===== src/rtl/lin_fm_pkg.sv =====
// Package: shared types for the LIN fault monitor.
// Assumes: nothing beyond the two-bit termination encoding used at the top.
package lin_fm_pkg;

    typedef enum logic [1:0] {
        TERM_NORMAL = 2'b00,
        TERM_WEAK   = 2'b01,
        TERM_FLOAT  = 2'b10
    } term_e;

    localparam int unsigned FLT_BUS_DOM = 0;
    localparam int unsigned FLT_TXD_DOM = 1;
    localparam int unsigned FLT_BUS_REC = 2;
    localparam int unsigned FLT_COUNT   = 3;

endpackage


===== src/rtl/lin_stuck_det.sv =====
// Module: lin_stuck_det
// Generic fault qualifier. A flag sets after set_cond has held for
// SET_CYCLES consecutive edges, and clears after clr_cond has held for
// CLR_CYCLES consecutive edges. One counter serves both directions.
// Assumes: both counts are at least 1, and inputs are synchronous to clk.
module lin_stuck_det #(
    parameter int unsigned SET_CYCLES = 16,
    parameter int unsigned CLR_CYCLES = 4
) (
    input  logic clk,
    input  logic rst_n,
    input  logic set_cond,
    input  logic clr_cond,
    output logic flag,
    output logic set_evt,
    output logic chg_evt
);
    localparam int unsigned MAXN = (SET_CYCLES > CLR_CYCLES) ? SET_CYCLES : CLR_CYCLES;
    localparam int unsigned CW   = (MAXN > 1) ? $clog2(MAXN) : 1;
    localparam logic [CW-1:0] SET_LIM = CW'(SET_CYCLES - 1);
    localparam logic [CW-1:0] CLR_LIM = CW'(CLR_CYCLES - 1);

    logic [CW-1:0] cnt;
    logic          clr_evt;

    // Decide whether this edge completes a set or clear window.
    always_comb begin
        set_evt = !flag && set_cond && (cnt == SET_LIM);
        clr_evt =  flag && clr_cond && (cnt == CLR_LIM);
        chg_evt = set_evt || clr_evt;
    end

    // Count consecutive qualifying cycles and toggle the flag at the limit.
    always_ff @(posedge clk) begin
        if (!rst_n) begin
            cnt  <= '0;
            flag <= 1'b0;
        end else if (chg_evt) begin
            cnt  <= '0;
            flag <= !flag;
        end else if ((!flag && set_cond) || (flag && clr_cond)) begin
            cnt  <= cnt + 1'b1;
        end else begin
            cnt  <= '0;
        end
    end

    // A flag may only rise after its set condition was present.
    assert_set_needs_cond_R1: assert property (@(posedge clk) disable iff (!rst_n)
        ($past(rst_n) && $rose(flag)) |-> $past(set_cond));

    // A flag may only fall after its recovery condition was present.
    assert_clear_needs_cond_R7: assert property (@(posedge clk) disable iff (!rst_n)
        ($past(rst_n) && $fell(flag)) |-> $past(clr_cond));

endmodule


===== src/rtl/lin_term_ctrl.sv =====
// Module: lin_term_ctrl
// Maps fault flags to the transmitter enable and the termination select.
// Assumes: flags come from registered detectors.
module lin_term_ctrl
    import lin_fm_pkg::*;
(
    input  logic  bus_dom,
    input  logic  txd_dom,
    input  logic  bus_rec,
    input  logic  offline,
    output logic  tx_en,
    output term_e term
);
    // Choose the termination source and gate the transmitter.
    always_comb begin
        tx_en = !(txd_dom || bus_rec);
        if (!bus_dom)     term = TERM_NORMAL;
        else if (offline) term = TERM_FLOAT;
        else              term = TERM_WEAK;
    end
endmodule


===== src/rtl/lin_fm_irq.sv =====
// Module: lin_fm_irq
// Holds the interrupt-pending flag and the sticky transmitter-off bit.
// Assumes: chg is one bit per fault, each high for the edge its flag toggles.
module lin_fm_irq #(
    parameter int unsigned NFLT = 3
) (
    input  logic            clk,
    input  logic            rst_n,
    input  logic [NFLT-1:0] chg,
    input  logic            rec_set,
    input  logic            rec_flt,
    input  logic            irq_en,
    input  logic            rd_clr,
    output logic            irq,
    output logic            txoff
);
    // Set wins over clear for both sticky bits.
    always_ff @(posedge clk) begin
        if (!rst_n) begin
            irq   <= 1'b0;
            txoff <= 1'b0;
        end else begin
            irq   <= (irq_en && (|chg)) || (irq && !rd_clr);
            txoff <= rec_set || rec_flt || (txoff && !rd_clr);
        end
    end

    assert_irq_fall_on_read_R9: assert property (@(posedge clk) disable iff (!rst_n)
        ($past(rst_n) && $fell(irq)) |-> $past(rd_clr));

    assert_txoff_fall_on_read_R6: assert property (@(posedge clk) disable iff (!rst_n)
        ($past(rst_n) && $fell(txoff)) |-> ($past(rd_clr) && !$past(rec_flt)));
endmodule


===== src/rtl/lin_fault_monitor.sv =====
// Module: lin_fault_monitor (top)
// Three stuck-level detectors feed termination/transmit control and an
// interrupt block. Default counts assume a 1 MHz clock (10 ms dominant).
// Assumes: rx_lvl is already synchronised to clk.
module lin_fault_monitor #(
    parameter int unsigned DOM_CYCLES = 10000,
    parameter int unsigned REC_CYCLES = 1000,
    parameter int unsigned RCV_CYCLES = 16
) (
    input  logic       clk,
    input  logic       rst_n,
    input  logic       rx_lvl,
    input  logic       tx_data,
    input  logic       offline,
    input  logic       irq_en,
    input  logic       rd_clr,
    output logic       tx_en,
    output logic [1:0] term_sel,
    output logic       txoff_flag,
    output logic       bus_dom_flt,
    output logic       txd_dom_flt,
    output logic       bus_rec_flt,
    output logic       irq
);
    import lin_fm_pkg::*;

    logic [FLT_COUNT-1:0] set_c, clr_c, flt, set_e, chg_e;
    term_e                term_w;

    // Per-fault set and recovery conditions.
    always_comb begin
        set_c[FLT_BUS_DOM] = !rx_lvl;
        clr_c[FLT_BUS_DOM] =  rx_lvl;
        set_c[FLT_TXD_DOM] = !tx_data;
        clr_c[FLT_TXD_DOM] =  tx_data;
        set_c[FLT_BUS_REC] = !tx_data && rx_lvl;
        clr_c[FLT_BUS_REC] = (rx_lvl == tx_data);
    end

    generate
        for (genvar g = 0; g < FLT_COUNT; g++) begin : g_det
            localparam int unsigned SETN = (g == FLT_BUS_REC) ? REC_CYCLES : DOM_CYCLES;
            lin_stuck_det #(
                .SET_CYCLES(SETN),
                .CLR_CYCLES(RCV_CYCLES)
            ) i_det (
                .clk     (clk),
                .rst_n   (rst_n),
                .set_cond(set_c[g]),
                .clr_cond(clr_c[g]),
                .flag    (flt[g]),
                .set_evt (set_e[g]),
                .chg_evt (chg_e[g])
            );
        end
    endgenerate

    lin_term_ctrl i_term (
        .bus_dom(flt[FLT_BUS_DOM]),
        .txd_dom(flt[FLT_TXD_DOM]),
        .bus_rec(flt[FLT_BUS_REC]),
        .offline(offline),
        .tx_en  (tx_en),
        .term   (term_w)
    );

    lin_fm_irq #(.NFLT(FLT_COUNT)) i_irq (
        .clk    (clk),
        .rst_n  (rst_n),
        .chg    (chg_e),
        .rec_set(set_e[FLT_BUS_REC]),
        .rec_flt(flt[FLT_BUS_REC]),
        .irq_en (irq_en),
        .rd_clr (rd_clr),
        .irq    (irq),
        .txoff  (txoff_flag)
    );

    // Drive the outputs from the internal flags.
    always_comb begin
        term_sel    = term_w;
        bus_dom_flt = flt[FLT_BUS_DOM];
        txd_dom_flt = flt[FLT_TXD_DOM];
        bus_rec_flt = flt[FLT_BUS_REC];
    end

    assert_irq_on_change_R8: assert property (@(posedge clk) disable iff (!rst_n)
        ($past(rst_n) && $past(irq_en) && (flt != $past(flt))) |-> irq);

    assert_txoff_with_rec_R6: assert property (@(posedge clk) disable iff (!rst_n)
        $rose(bus_rec_flt) |-> txoff_flag);

    assert_term_legal_R3: assert property (@(posedge clk) disable iff (!rst_n)
        $onehot0(term_sel));

    assert_tx_off_after_rec_R5: assert property (@(posedge clk) disable iff (!rst_n)
        $rose(bus_rec_flt) |-> !tx_en);

endmodule


===== config.mk =====
export PLATFORM = sky130hd
export DESIGN_NAME = lin_fault_monitor
export DESIGN_NICKNAME = d
export VERILOG_FILES = /design/src/rtl/lin_fm_pkg.sv /design/src/rtl/lin_stuck_det.sv /design/src/rtl/lin_term_ctrl.sv /design/src/rtl/lin_fm_irq.sv /design/src/rtl/lin_fault_monitor.sv
export SDC_FILE = /design/constraint.sdc
export NUM_CORES = 1
export LEC_CHECK = 0
export BUFFER_PORTS_ARGS = -buffer_cell sky130_fd_sc_hd__buf_2
export CORE_AREA = 5 5 72 74
export CTS_CLUSTER_DIAMETER = 200
export DETAILED_ROUTE_END_ITERATION = 16
export DIE_AREA = 0 0 77 79
export PLACE_DENSITY = 0.66
export SLEW_MARGIN = 0
export SYNTH_ARGS = -nofsm -noshare
export SYNTH_HDL_FRONTEND = slang
export SYNTH_HIERARCHICAL = 1
export SYNTH_SLANG_ARGS = --single-unit

===== constraint.sdc =====
create_clock -name clk -period 3.3 [get_ports clk]
set_clock_uncertainty 0.15 [all_clocks]
set_input_delay 0.165 -clock clk [delete_from_list [all_inputs] [get_ports clk]]
set_output_delay 0.165 -clock clk [all_outputs]
set_load 0.005 [all_outputs]

Word level (Yosys, flattened, before mapping). Cells that the tools add are included. W data, S select, Z words.

Multiplexer cells: 2. Bitwise logic cells: 4. Equality and inequality tests: 7. Reduce and logical (&&, ||, !) cells: 37. $add $sub $neg: 3.

Operator list (number): $add A14 B1 Y14 const B (2); $eq A14 B14 Y1 const B (2); $eq A14 B4 Y1 const B (2); $logic_and A1 B1 Y1 (16); $reduce_or A3 Y1 (4); $add A10 B1 Y10 const B (1); $eq A10 B10 Y1 const B (1); $eq A10 B4 Y1 const B (1); $logic_or A1 B1 Y1 (10); $logic_not A1 Y1 (7); $mux W2 (2); $not A1 Y1 (4); $eq A1 B1 Y1 (1).

Word-level logic and storage cells: 61. Output and inout bits: 8. Input port bits: 7. Bits in registers: 43.

Logic depth before layout (Yosys ltp). Gate-level depths: netlist of the first run.

Word-level depth: 8. Mapped depth: 7. Depth with buffers taken out: 7.

By module. Netlist of the first run, hierarchy kept.

Modules (own cells, without submodules): lin_stuck_det at g_det[0].i_det ... (cells each 81, instances 2, area each 742.0 µm², sequential area each 300.3 µm²); lin_stuck_det at g_det[2].i_det (cells each 56, instances 1, area each 534.3 µm², sequential area each 220.2 µm²); lin_fm_irq (cells each 7, instances 1, area each 75.1 µm², sequential area each 40.0 µm²); lin_fault_monitor (cells each 3, instances 1, area each 20.0 µm², sequential area each 0.0 µm²); lin_term_ctrl (cells each 3, instances 1, area each 20.0 µm², sequential area each 0.0 µm²).

Worst setup path after synthesis of the first run. Ideal clock, no wire load.

Path type: register to register. Start: register g_det[1].i_det.cnt[9]. End: register i_irq.irq. Slack: 1570 ps. Setup time: 58 ps. Stages on the path, launching flop included: 7. Data required time: 3092 ps. Period minus slack after synthesis: 1730 ps. Data arrival time: 1522 ps. Buffers on the path: 1. Path through: dfxtp_1 -> nand2_1 -> or4_4 -> a21oi_4 -> buf_4 -> o311ai_1 -> nand2_1.

Word-level cells in the longest chain between the ends: 6. Elaborated cells between the ends (all ways): 8. Classes of those cells: eq/ne (2); reduce/logical (6).

RTL lines: start: declaration (RTL line lin_stuck_det.sv:23) `logic [CW-1:0] cnt;`; start signal: assignment (RTL line lin_stuck_det.sv:42) `cnt <= cnt + 1'b1;`; $eq A14 B14 Y1 / $eq A14 B4 Y1 (equally long branches) (RTL line lin_stuck_det.sv:28, lin_stuck_det.sv:29); $logic_and A1 B1 Y1, on equally long branches (RTL line lin_stuck_det.sv:28, lin_stuck_det.sv:29); $logic_or A1 B1 Y1 (*) (RTL line lin_stuck_det.sv:30) `chg_evt = set_evt || clr_evt;`; named net chg_e[1] (RTL line lin_fault_monitor.sv:27) `logic [FLT_COUNT-1:0] set_c, clr_c, flt, set_e, chg_e;`; $reduce_or A3 Y1 (*) (RTL line lin_fm_irq.sv:23) `irq <= (irq_en && (|chg)) || (irq && !rd_clr);`; $logic_and A1 B1 Y1 (*) (RTL line lin_fm_irq.sv:23); $logic_or A1 B1 Y1 (*) (RTL line lin_fm_irq.sv:23); end signal: assignment (RTL line lin_fm_irq.sv:23); end: declaration (RTL line lin_fm_irq.sv:14) `output logic irq,`.

Mark *: on every way through the listed nets, which the timed path passes. The rest lies on a longest branch. A chain may end at the register's enable or synchronous reset.

Final worst setup path of the first run. Ends and elaborated chain as after synthesis.

==> impl_summary.txt, run 1 <==
----------------------------------------------------
[STA]
  Post-route clock period utilization ... 73.51%
  Final number of hold-violating endpoints ... 0
  Worst slew pin tran ... 0.5031 ns
  Unrepaired setup endpoints after global routing ... false
  Setup Total Neg Slack ... 0 ns
  Achievable clock frequency ... between 400 and 500 MHz
  Time the final worst path needs with I/O delays and setup ... about 2.4 ns
  Total of endpoints with negative setup slack in the final report ... 0
  Worst relative slew slack ... between 60% and 70%
  Pins over their slew limit ... 0

[Finish]
  Number of filler instances in the final layout ... 418
  Total inserted antenna cells ... 0
  Non-filler instance count after layout ... between 300 and 400
  Post-synthesis to final-layout area growth ... 11.01%
  Share of post-route cells with drive strength above 1 ... 17.74%
  Number of nets in the finished design ... 258

[Power]
  Total power ... 911.2 uW
  Fraction of power spent switching nets ... 20.64%
  IR drop worst, VDD ... about 0.15 mV
  Part of the power in the clock network ... between 30% and 40%
  Sw power ... 188.1 uW
  Power per unit of standard cell area ... between 300 and 400 nW/um^2
  Register share of total power ... about 57%
  Combinational cell fraction of total power ... under 10%
  Leakage power of the design ... slightly below 0.8 nW
  P_int ... 723.1 uW

[Hold path]
  Class of the worst hold path ... in -> reg
  Hold Path Cell Cnt ... 2

[Global routing]
  Global route overflow ... 0
  Grt met1 use ... approximately a fifth
  Global-route wire length before repair ... 7169 um
  Maximum number of pins on one net before global-route repair ... 16
  Antenna violations before repair ... 0
  Vias in the first global route ... about 1600
  Met3 capacity usage during global routing ... 4.308%
  Most heavily used metal layer in global routing ... met2
  Met2 layer usage reported by global route ... a little over a fifth
  GRT Util Overall ... between 10% and 20%

[Synth]
  Synth Net Count ... 240
  Area of the mapped netlist ... 2126 sq um
  Number of warnings reported in the yosys synthesis log ... 6
  Post-synthesis cell count ... 229
  Mean cell area of the mapped netlist ... roughly 9.3 sq um

[Clocking]
  Number of buffers created by CTS ... 5
  TritonCTS Sinks ... 43
  Number of levels in the clock H-tree ... 2
  Hold-fix buffers, CTS ... 2
  Total of cells resized after clock tree synthesis ... 0
  # Post-CTS Setup Buffers ... 0
  Cell chosen for the clock root ... sky130_fd_sc_hd__clkbuf_8
  TritonCTS clock tree ... done
  Clock Latency Late Sink ... 0.29 ns
  Clock-pin slew reported for the worst setup and hold paths after clock tree synthesis ... roughly 0.08 ns
  Number of buffers on the longest clock path ... 2

[Route]
  First-pass iteration count of the detailed router ... 4
  Total number of vias ... between 1500 and 2000
  Remaining antenna violation count after routing ... 0
  Drt drc ... 0
  Final routed wire length divided by cell count ... about 13 um
  Via/cell ratio ... about 5.3
  Total wirelength of the detailed-routed design ... between 3000 and 4000 um
  DRC violation total after the first TritonRoute iteration ... slightly below 90

[Setup path]
  Req. time, crit path ... around 3.4 ns
  Crit path max fanout ... 15
  Kind of launch point of the worst setup path ... flop
  Number of cell instances on the worst register-to-register path ... 6
  Category of the worst setup path capture point ... flop
  R2R setup slack ... 0.87 ns
  Critical path class ... reg -> reg
  Worst Path Arrival ... between 2 and 3 ns

[Placed design]
  Final weighted congestion of routability-driven global placement ... about 0.75
  Number of placed instances, taps included ... just under 300
  Half-perimeter wire length of the detailed placement result ... approximately 2800 um
  # port buffers ... 14

[Die]
  Initial core utilization ... a little under half
  Die Y ... roughly 79 um
  Die Span X ... 77 um
  Floorplan Core Area ... ~4500 sq um
  Die area ... between 6000 and 7000 sq um
  Top-level port count ... 15
  Number of cell rows ... 25

[Flow run]
  Reported max-cap violation count ... 0

[Outcome]
  Status ... finished clean

----------------------------------------------------
[worst paths after layout]
check,from,endpoint
max reg2reg,g_det[1].i_det/cnt[9],i_irq/irq
min reg2reg,g_det[2].i_det/cnt[0],g_det[2].i_det/cnt[0]
min,rst_n,i_irq/txoff
max,g_det[1].i_det/cnt[9],i_irq/irq
[cells in the final DEF (no fill, tap or decap), types with 3 or more instances in the layout]
cell / instances
sky130_fd_sc_hd__ha_1: 4
sky130_fd_sc_hd__nand4_1: 3
sky130_fd_sc_hd__clkbuf_8: 7
sky130_fd_sc_hd__nand4_2: 3
sky130_fd_sc_hd__xor2_1: 7
sky130_fd_sc_hd__and3_1: 6
sky130_fd_sc_hd__nor2_1: 15
sky130_fd_sc_hd__inv_1: 8
sky130_fd_sc_hd__dfxtp_1: 43
sky130_fd_sc_hd__xnor2_1: 23
sky130_fd_sc_hd__nor3_1: 31
sky130_fd_sc_hd__nand4b_1: 3
sky130_fd_sc_hd__nand2b_1: 4
sky130_fd_sc_hd__nor4_1: 11
sky130_fd_sc_hd__nand3_1: 8
sky130_fd_sc_hd__nand2_1: 19
sky130_fd_sc_hd__or4_4: 4
sky130_fd_sc_hd__buf_2: 14
[sequential cells by signal (all words and copies together) (netlist names)]
signal,flops
g_det.i_det/cnt,38
g_det.i_det/flag,3
i_irq/irq,1
i_irq/txoff,1
[stage by stage]
step	hold WS, ns	setup WS [ns]	utilization (%)	cell area (sq um)
floorplan	0.1429	1.580	-	2126
global placement	0.2786	1.457	49.30	2236
detailed placement	0.2733	1.424	49.30	2236
CTS	0.05595	0.8784	52.03	2360
global route	0.06683	0.7719	52.03	2360
finish	0.06375	0.8743	52.03	2360
[area by class of cell]
type,count,area [sq um],area share (%)
Tap cell,54,67.56,2.863
Multi-Input combinational cell,173,1207,51.17
Clock inverter,1,7.507,0.3181
Timing Repair Buffer,16,90.09,3.818
Sequential cell,43,860.8,36.48
Inverter,8,30.03,1.273
Clock buffer,7,96.34,4.083
[metal layers]
metal / vias to the layer above / routed length [um]
met5: - / 0
met4: 0 / 47
met3: 4 / 161
met2: 21 / 1704
met1: 718 / 1951
li1: 855 / -
[power by group through the flow]
stage	clock, mW	sequential [mW]	combinational (mW)
2_1_floorplan	0	0.536	0.0169
3_3_place_gp	0	0.536	0.0270
3_5_place_dp	0	0.536	0.0273
4_1_cts	0.376	0.524	0.0282
5_1_grt	0.400	0.525	0.0316
6_report	0.360	0.524	0.0277
[worst max-delay path, cell delays in order (launching register included)]
cell	delay, ns
sky130_fd_sc_hd__dfxtp_1	0.41
sky130_fd_sc_hd__nand2_1	0.12
sky130_fd_sc_hd__or4_4	0.51
sky130_fd_sc_hd__a21oi_4	0.41
sky130_fd_sc_hd__o311ai_1	0.17
sky130_fd_sc_hd__nand2_1	0.07
sky130_fd_sc_hd__dlygate4sd3_1	0.54
Power figures use the tool's default switching activity.
==> inputs of run 2 (changes only) <==
Settings changed: PLACE_DENSITY 0.66 to 0.69.
Clock period 3.3 ns to 2.2 ns, I/O delays scaled along.
==> impl_summary.txt, run 2 (synthesis results as in run 1) <==
----------------------------------------------------
[STA]
  Pins over their slew limit ... 0 (unchanged)
  Post-route clock period utilization ... 86.93% (+13 points)
  Worst relative slew slack ... 65.57% (-0.59 points)
  Final number of hold-violating endpoints ... 0 (unchanged)
  Unrepaired setup endpoints after global routing ... false
  Time the final worst path needs with I/O delays and setup ... 1.912 ns (-0.5133 ns)
  Final worst slack ... 0.2876 ns (-0.5867 ns)
  Worst slew pin tran ... 0.5153 ns (+0.01222 ns)
  Total of endpoints with negative setup slack in the final report ... 0 (unchanged)
  Worst hold slack ... 0.2154 ns (+0.1517 ns)
  Achievable clock frequency ... 522.9 MHz (+27%)
  Setup Total Neg Slack ... 0 ns (unchanged)

[Route]
  Remaining antenna violation count after routing ... 0 (unchanged)
  Total wirelength of the detailed-routed design ... 3928 um (+1.6%)
  Drt drc ... 0 (unchanged)
  Via/cell ratio ... 5.382 (+1.7%)
  First-pass iteration count of the detailed router ... 4 (unchanged)
  Total number of vias ... 1636 (+2.4%)
  Final routed wire length divided by cell count ... 12.92 um (+0.96%)
  DRC violation total after the first TritonRoute iteration ... 71 (-20%)

[Die]
  Die area ... 6083 sq um (unchanged)
  Floorplan Core Area ... 4536 sq um (unchanged)
  Initial core utilization ... 46.87% (unchanged)
  Number of cell rows ... 25 (unchanged)
  Top-level port count ... 15 (unchanged)
  Die Span X ... 77 um (unchanged)
  Die Y ... 79 um (unchanged)

[Global routing]
  Vias in the first global route ... 1656 (+6.5%)
  GRT Util Overall ... 14.58% (+0.22 points)
  Global route overflow ... 0 (unchanged)
  Antenna violations before repair ... 0 (unchanged)
  Maximum number of pins on one net before global-route repair ... 16 (unchanged)
  Global-route wire length before repair ... 7327 um (+2.2%)

[Power]
  IR drop worst, VDD ... 0.2319 mV (+51%)
  Total power ... 1.464 mW (+61%)
  Power per unit of standard cell area ... 612.3 nW/um^2 (+59%)
  Leakage power of the design ... 0.7965 nW (+2.1%)

[Placed design]
  Half-perimeter wire length of the detailed placement result ... 2745 um (-1.9%)
  Pre-CTS worst setup slack ... 0.2881 ns (-1.135 ns)
  Final weighted congestion of routability-driven global placement ... 0.8001 (+6.3%)
  # port buffers ... 14 (unchanged)
  Number of placed instances, taps included ... 293 (+0.34%)

[Finish]
  Number of nets in the finished design ... 260 (+0.78%)
  Share of post-route cells with drive strength above 1 ... 18.00% (+0.26 points)
  Largest register by flop count ... g_det.i_det/cnt
  Number of flip-flops under the largest register name ... 38 (unchanged)
  Non-filler instance count after layout ... 304 (+0.66%)
  Commonest cells after routing, fill and taps aside ... 43 x sky130_fd_sc_hd__dfxtp_1, 31 x sky130_fd_sc_hd__nor3_1, 23 x sky130_fd_sc_hd__xnor2_1
  Post-synthesis to final-layout area growth ... 12.48%
  Most common cell after layout, fill and taps aside ... sky130_fd_sc_hd__dfxtp_1
  Largest registers in the final layout ... g_det.i_det/cnt x38, g_det.i_det/flag x3
  Total inserted antenna cells ... 0 (unchanged)

[Clocking]
  Clock-pin slew reported for the worst setup and hold paths after clock tree synthesis ... 0.09 ns (about the same)
  Number of levels in the clock H-tree ... 2 (unchanged)
  Clock Latency Late Sink ... 0.30 ns (about the same)
  Number of buffers created by CTS ... 5 (unchanged)
  Number of buffers on the longest clock path ... 2 (unchanged)
  TritonCTS clock tree ... done
  TritonCTS Sinks ... 43 (unchanged)
  Cell chosen for the clock root ... sky130_fd_sc_hd__clkbuf_8
  # Post-CTS Setup Buffers ... 0 (unchanged)

[Outcome]
  Status ... finished clean

[Setup path]
  Worst Path Arrival ... 1.99 ns (-0.53 ns)
  Category of the worst setup path capture point ... flop
  Req. time, crit path ... 2.28 ns (-1.11 ns)
  Crit path max fanout ... 15 (unchanged)
  Kind of launch point of the worst setup path ... flop
  Critical path class ... reg -> reg

[Hold path]
  Class of the worst hold path ... in -> reg

[Flow run]
  Reported max-cap violation count ... 0 (unchanged)

----------------------------------------------------
run 2: changes by cell type in the layout (fill, tap and decap cells not counted), sizes merged:
cell	before	now
clkinv	0	1
dlygate4sd3	2	3
clkbuf	7	6
clkinvlp	1	0
buf	14	15
bufinv	0	1
run 2: repair_timing:
action,in CTS,in global routing
endpoints found under the hold margin,4,0
gates resized for setup,0,0
hold buffers,3,0
run 2: layout make-up:
cell class                 instances  area, sq um
clock buffer                       6        82.58
clock inverter                     2        35.03
fill                             411         2145
inverter                           8        30.03
multi-input combinational        173         1207
sequential                        43        860.8
tap                               54        67.56
timing repair buffer              18        107.6
run 2: worst paths after layout:
path / slack, ns / from / depth (start not counted) / end
min: 0.22 / tx_data / 4 / g_det[1].i_det/flag
max: 0.29 / g_det[0].i_det/cnt[9] / 4 / g_det[0].i_det/flag
max reg2reg: 0.29 / g_det[0].i_det/cnt[9] / 4 / g_det[0].i_det/flag
min reg2reg: 0.30 / g_det[2].i_det/cnt[0] / 1 / g_det[2].i_det/cnt[0]
run 2: through the flow:
step                      area [sq um]  util [%]
after floorplan                   2126         -
after global placement            2243     49.46
after detailed placement          2243     49.46
after CTS                         2391     52.72
after global routing              2391     52.72
final                             2391     52.72
run 2: critical path, stage by stage, from the launching register on:
cell	delay [ns]
sky130_fd_sc_hd__dfxtp_1	0.42
sky130_fd_sc_hd__nand2_1	0.11
sky130_fd_sc_hd__or4_4	0.51
sky130_fd_sc_hd__a21oi_4	0.42
sky130_fd_sc_hd__mux2i_1	0.23
run 2: layer usage:
metal	global-route usage, %	up-vias	part of all wire, %
met1	18.12	745	50
li1	-	856	-
met5	0	-	0
met4	5.670	0	1.6
met2	23.51	29	43
met3	4.649	6	4.8
run 2: power breakdown:
part / internal [mW] / switching (mW) / total [mW]
Clock: 0.367 / 0.267 / 0.634
Sequential: 0.782 / 0.00361 / 0.786
Combinational: 0.0193 / 0.0245 / 0.0438
Total: 1.17 / 0.295 / 1.46
==> inputs of run 3 (changes only) <==
Settings changed: CORE_AREA 5 5 72 74 to 2 2 88 90, DIE_AREA 0 0 77 79 to 0 0 90 92, PLACE_DENSITY 0.69 to unset, TNS_END_PERCENT set to 1.
==> impl_summary.txt, run 3 (synthesis results as in run 1) <==
----------------------------------------------------
[Outcome]
  Status ... finished clean

[Finish]
  Total inserted antenna cells ... 0 (unchanged)
  Largest registers in the final layout ... g_det.i_det/cnt x38, g_det.i_det/flag x3
  Area taken by multi-input logic gates ... 1207 sq um (unchanged)
  Commonest cells after routing, fill and taps aside ... 43 x sky130_fd_sc_hd__dfxtp_1, 31 x sky130_fd_sc_hd__nor3_1, 23 x sky130_fd_sc_hd__xnor2_1
  Number of nets in the finished design ... 260 (unchanged)
  Number of filler instances in the final layout ... 781 (+90%)
  Post-synthesis to final-layout area growth ... 16.01%
  Number of flip-flops under the largest register name ... 38 (unchanged)
  Largest register by flop count ... g_det.i_det/cnt
  Share of post-route cells with drive strength above 1 ... 17.60% (-0.40 points)
  Most common cell after layout, fill and taps aside ... sky130_fd_sc_hd__dfxtp_1
  Non-filler instance count after layout ... 352 (+16%)
  Storage cell area ... 860.8 sq um (unchanged)

[Placed design]
  Half-perimeter wire length of the detailed placement result ... 2875 um (+4.7%)
  Number of placed instances, taps included ... 341 (+16%)
  Final weighted congestion of routability-driven global placement ... 0.7544 (-5.7%)
  # port buffers ... 14 (unchanged)

[Setup path]
  Worst Path Arrival ... 1.96 ns (-0.03 ns)
  R2R setup slack ... 0.31 ns (+0.02 ns)
  Crit path max fanout ... 15 (unchanged)
  Req. time, crit path ... 2.27 ns (about the same)
  Critical path class ... reg -> reg
  Category of the worst setup path capture point ... flop
  Kind of launch point of the worst setup path ... flop

[Power]
  Combinational cell fraction of total power ... 2.9% (about the same)
  Part of the power in the clock network ... 46.5% (+3.2 points)
  Register share of total power ... 50.7% (-3.0 points)
  Power per unit of standard cell area ... 629.0 nW/um^2 (+2.7%)
  IR drop worst, VDD ... 0.2339 mV (+0.87%)
  Sw power ... 295.7 uW (+0.16%)
  Fraction of power spent switching nets ... 19.06% (-1.1 points)
  Leakage power of the design ... 0.8007 nW (+0.53%)
  P_int ... 1.255 mW (+7.4%)

[Hold path]
  Class of the worst hold path ... in -> reg

[Route]
  First-pass iteration count of the detailed router ... 4 (unchanged)
  Total wirelength of the detailed-routed design ... 4076 um (+3.8%)
  Total number of vias ... 1642 (+0.37%)
  DRC violation total after the first TritonRoute iteration ... 28 (-61%)
  Via/cell ratio ... 4.665 (-13%)
  Remaining antenna violation count after routing ... 0 (unchanged)
  Drt drc ... 0 (unchanged)
  Final routed wire length divided by cell count ... 11.58 um (-10%)

[Clocking]
  Total of cells resized after clock tree synthesis ... 0 (unchanged)
  Cell chosen for the clock root ... sky130_fd_sc_hd__clkbuf_8
  Clock-pin slew reported for the worst setup and hold paths after clock tree synthesis ... 0.08 ns (about the same)
  TritonCTS Sinks ... 43 (unchanged)
  Number of levels in the clock H-tree ... 2 (unchanged)
  Number of buffers on the longest clock path ... 2 (unchanged)
  Clock Latency Late Sink ... 0.29 ns (about the same)
  Number of buffers created by CTS ... 5 (unchanged)
  TritonCTS clock tree ... done

[STA]
  Worst relative slew slack ... 65.77% (+0.21 points)
  Worst slew pin tran ... 0.5122 ns (-0.003098 ns)
  Setup Total Neg Slack ... 0 ns (unchanged)
  Time the final worst path needs with I/O delays and setup ... 1.890 ns (-0.02279 ns)
  Post-route clock period utilization ... 85.89% (-1.0 points)
  Achievable clock frequency ... 529.2 MHz (+1.2%)
  Unrepaired setup endpoints after global routing ... false
  Final number of hold-violating endpoints ... 0 (unchanged)
  Pins over their slew limit ... 0 (unchanged)
  Total of endpoints with negative setup slack in the final report ... 0 (unchanged)

[Global routing]
  Global-route wire length before repair ... 7251 um (-1.0%)
  GRT Util Overall ... 10.44% (-4.1 points)
  Global route overflow ... 0 (unchanged)
  Antenna violations before repair ... 0 (unchanged)
  Maximum number of pins on one net before global-route repair ... 16 (unchanged)
  Vias in the first global route ... 1618 (-2.3%)

[Flow run]
  Reported max-cap violation count ... 0 (unchanged)

[Die]
  Die Y ... 92 um (+16%)
  Initial core utilization ... 28.55% (-18 points)
  Floorplan Core Area ... 7447 sq um (+64%)
  Number of cell rows ... 32 (+28%)
  Die area ... 8280 sq um (+36%)
  Top-level port count ... 15 (unchanged)
  Die Span X ... 90 um (+17%)

----------------------------------------------------
[run 3: metal layers]
metal / GRT usage, % / vias to the layer above / part of all wire [%] / wire, um
li1: - / 856 / - / -
met1: 13.41 / 764 / 51 / 2063
met2: 17.54 / 20 / 46 / 1864
met3: 2.383 / 2 / 2.9 / 119
met4: 3.077 / 0 / 0.71 / 29
met5: 0 / - / 0 / 0
[run 3: worst max-delay path: stages (launching register included)]
cell                       delay (ns)
sky130_fd_sc_hd__dfxtp_1         0.44
sky130_fd_sc_hd__nand4b_1        0.14
sky130_fd_sc_hd__or4_4           0.45
sky130_fd_sc_hd__a21oi_4         0.43
sky130_fd_sc_hd__mux2i_1         0.23
[run 3: layout make-up]
type	instances	share of cell area, %
clock buffers	6	2.943
repair buffers	18	4.363
well taps	102	5.175
inverters	8	1.218
multi-input cells	173	48.96
clock inverters	2	2.435
flip-flops and latches	43	34.91
[run 3: power by group through the flow]
stage | sequential (mW) | combinational, mW | clock, mW
after global placement | 0.804 | 0.0408 | 0
after floorplan | 0.803 | 0.0254 | 0
after CTS | 0.786 | 0.0452 | 0.737
after detailed placement | 0.804 | 0.0406 | 0
after global routing | 0.787 | 0.0497 | 0.777
final | 0.786 | 0.0449 | 0.721
[run 3: timing repair]
| action | 4_1_cts | 5_1_grt |
|---|---|---|
| endpoints found under the hold margin | 2 | 0 |
| hold buffers | 3 | 0 |
| setup buffers | 0 | 0 |
[run 3: final timing paths]
path,depth (start not counted),endpoint,start
worst min register to register,1,g_det[2].i_det/cnt[0],g_det[2].i_det/cnt[0]
worst max-delay path,4,g_det[1].i_det/flag,g_det[1].i_det/cnt[8]
worst min-delay path,4,g_det[1].i_det/flag,tx_data
worst max register to register,4,g_det[1].i_det/flag,g_det[1].i_det/cnt[8]
[run 3: per-stage QoR]
stage | cell area (sq um) | power (mW) | utilization [%] | setup slack (ns) | hold slack (ns)
2_1_floorplan | 2126 | 0.8287 | - | 0.4795 | 0.08791
3_3_place_gp | 2303 | 0.8446 | 30.93 | 0.3507 | 0.2298
3_5_place_dp | 2303 | 0.8448 | 30.93 | 0.3041 | 0.2103
4_1_cts | 2466 | 1.568 | 33.11 | 0.2879 | 0.2284
5_1_grt | 2466 | 1.614 | 33.11 | 0.1776 | 0.2482
6_report | 2466 | 1.551 | 33.11 | 0.3104 | 0.2310
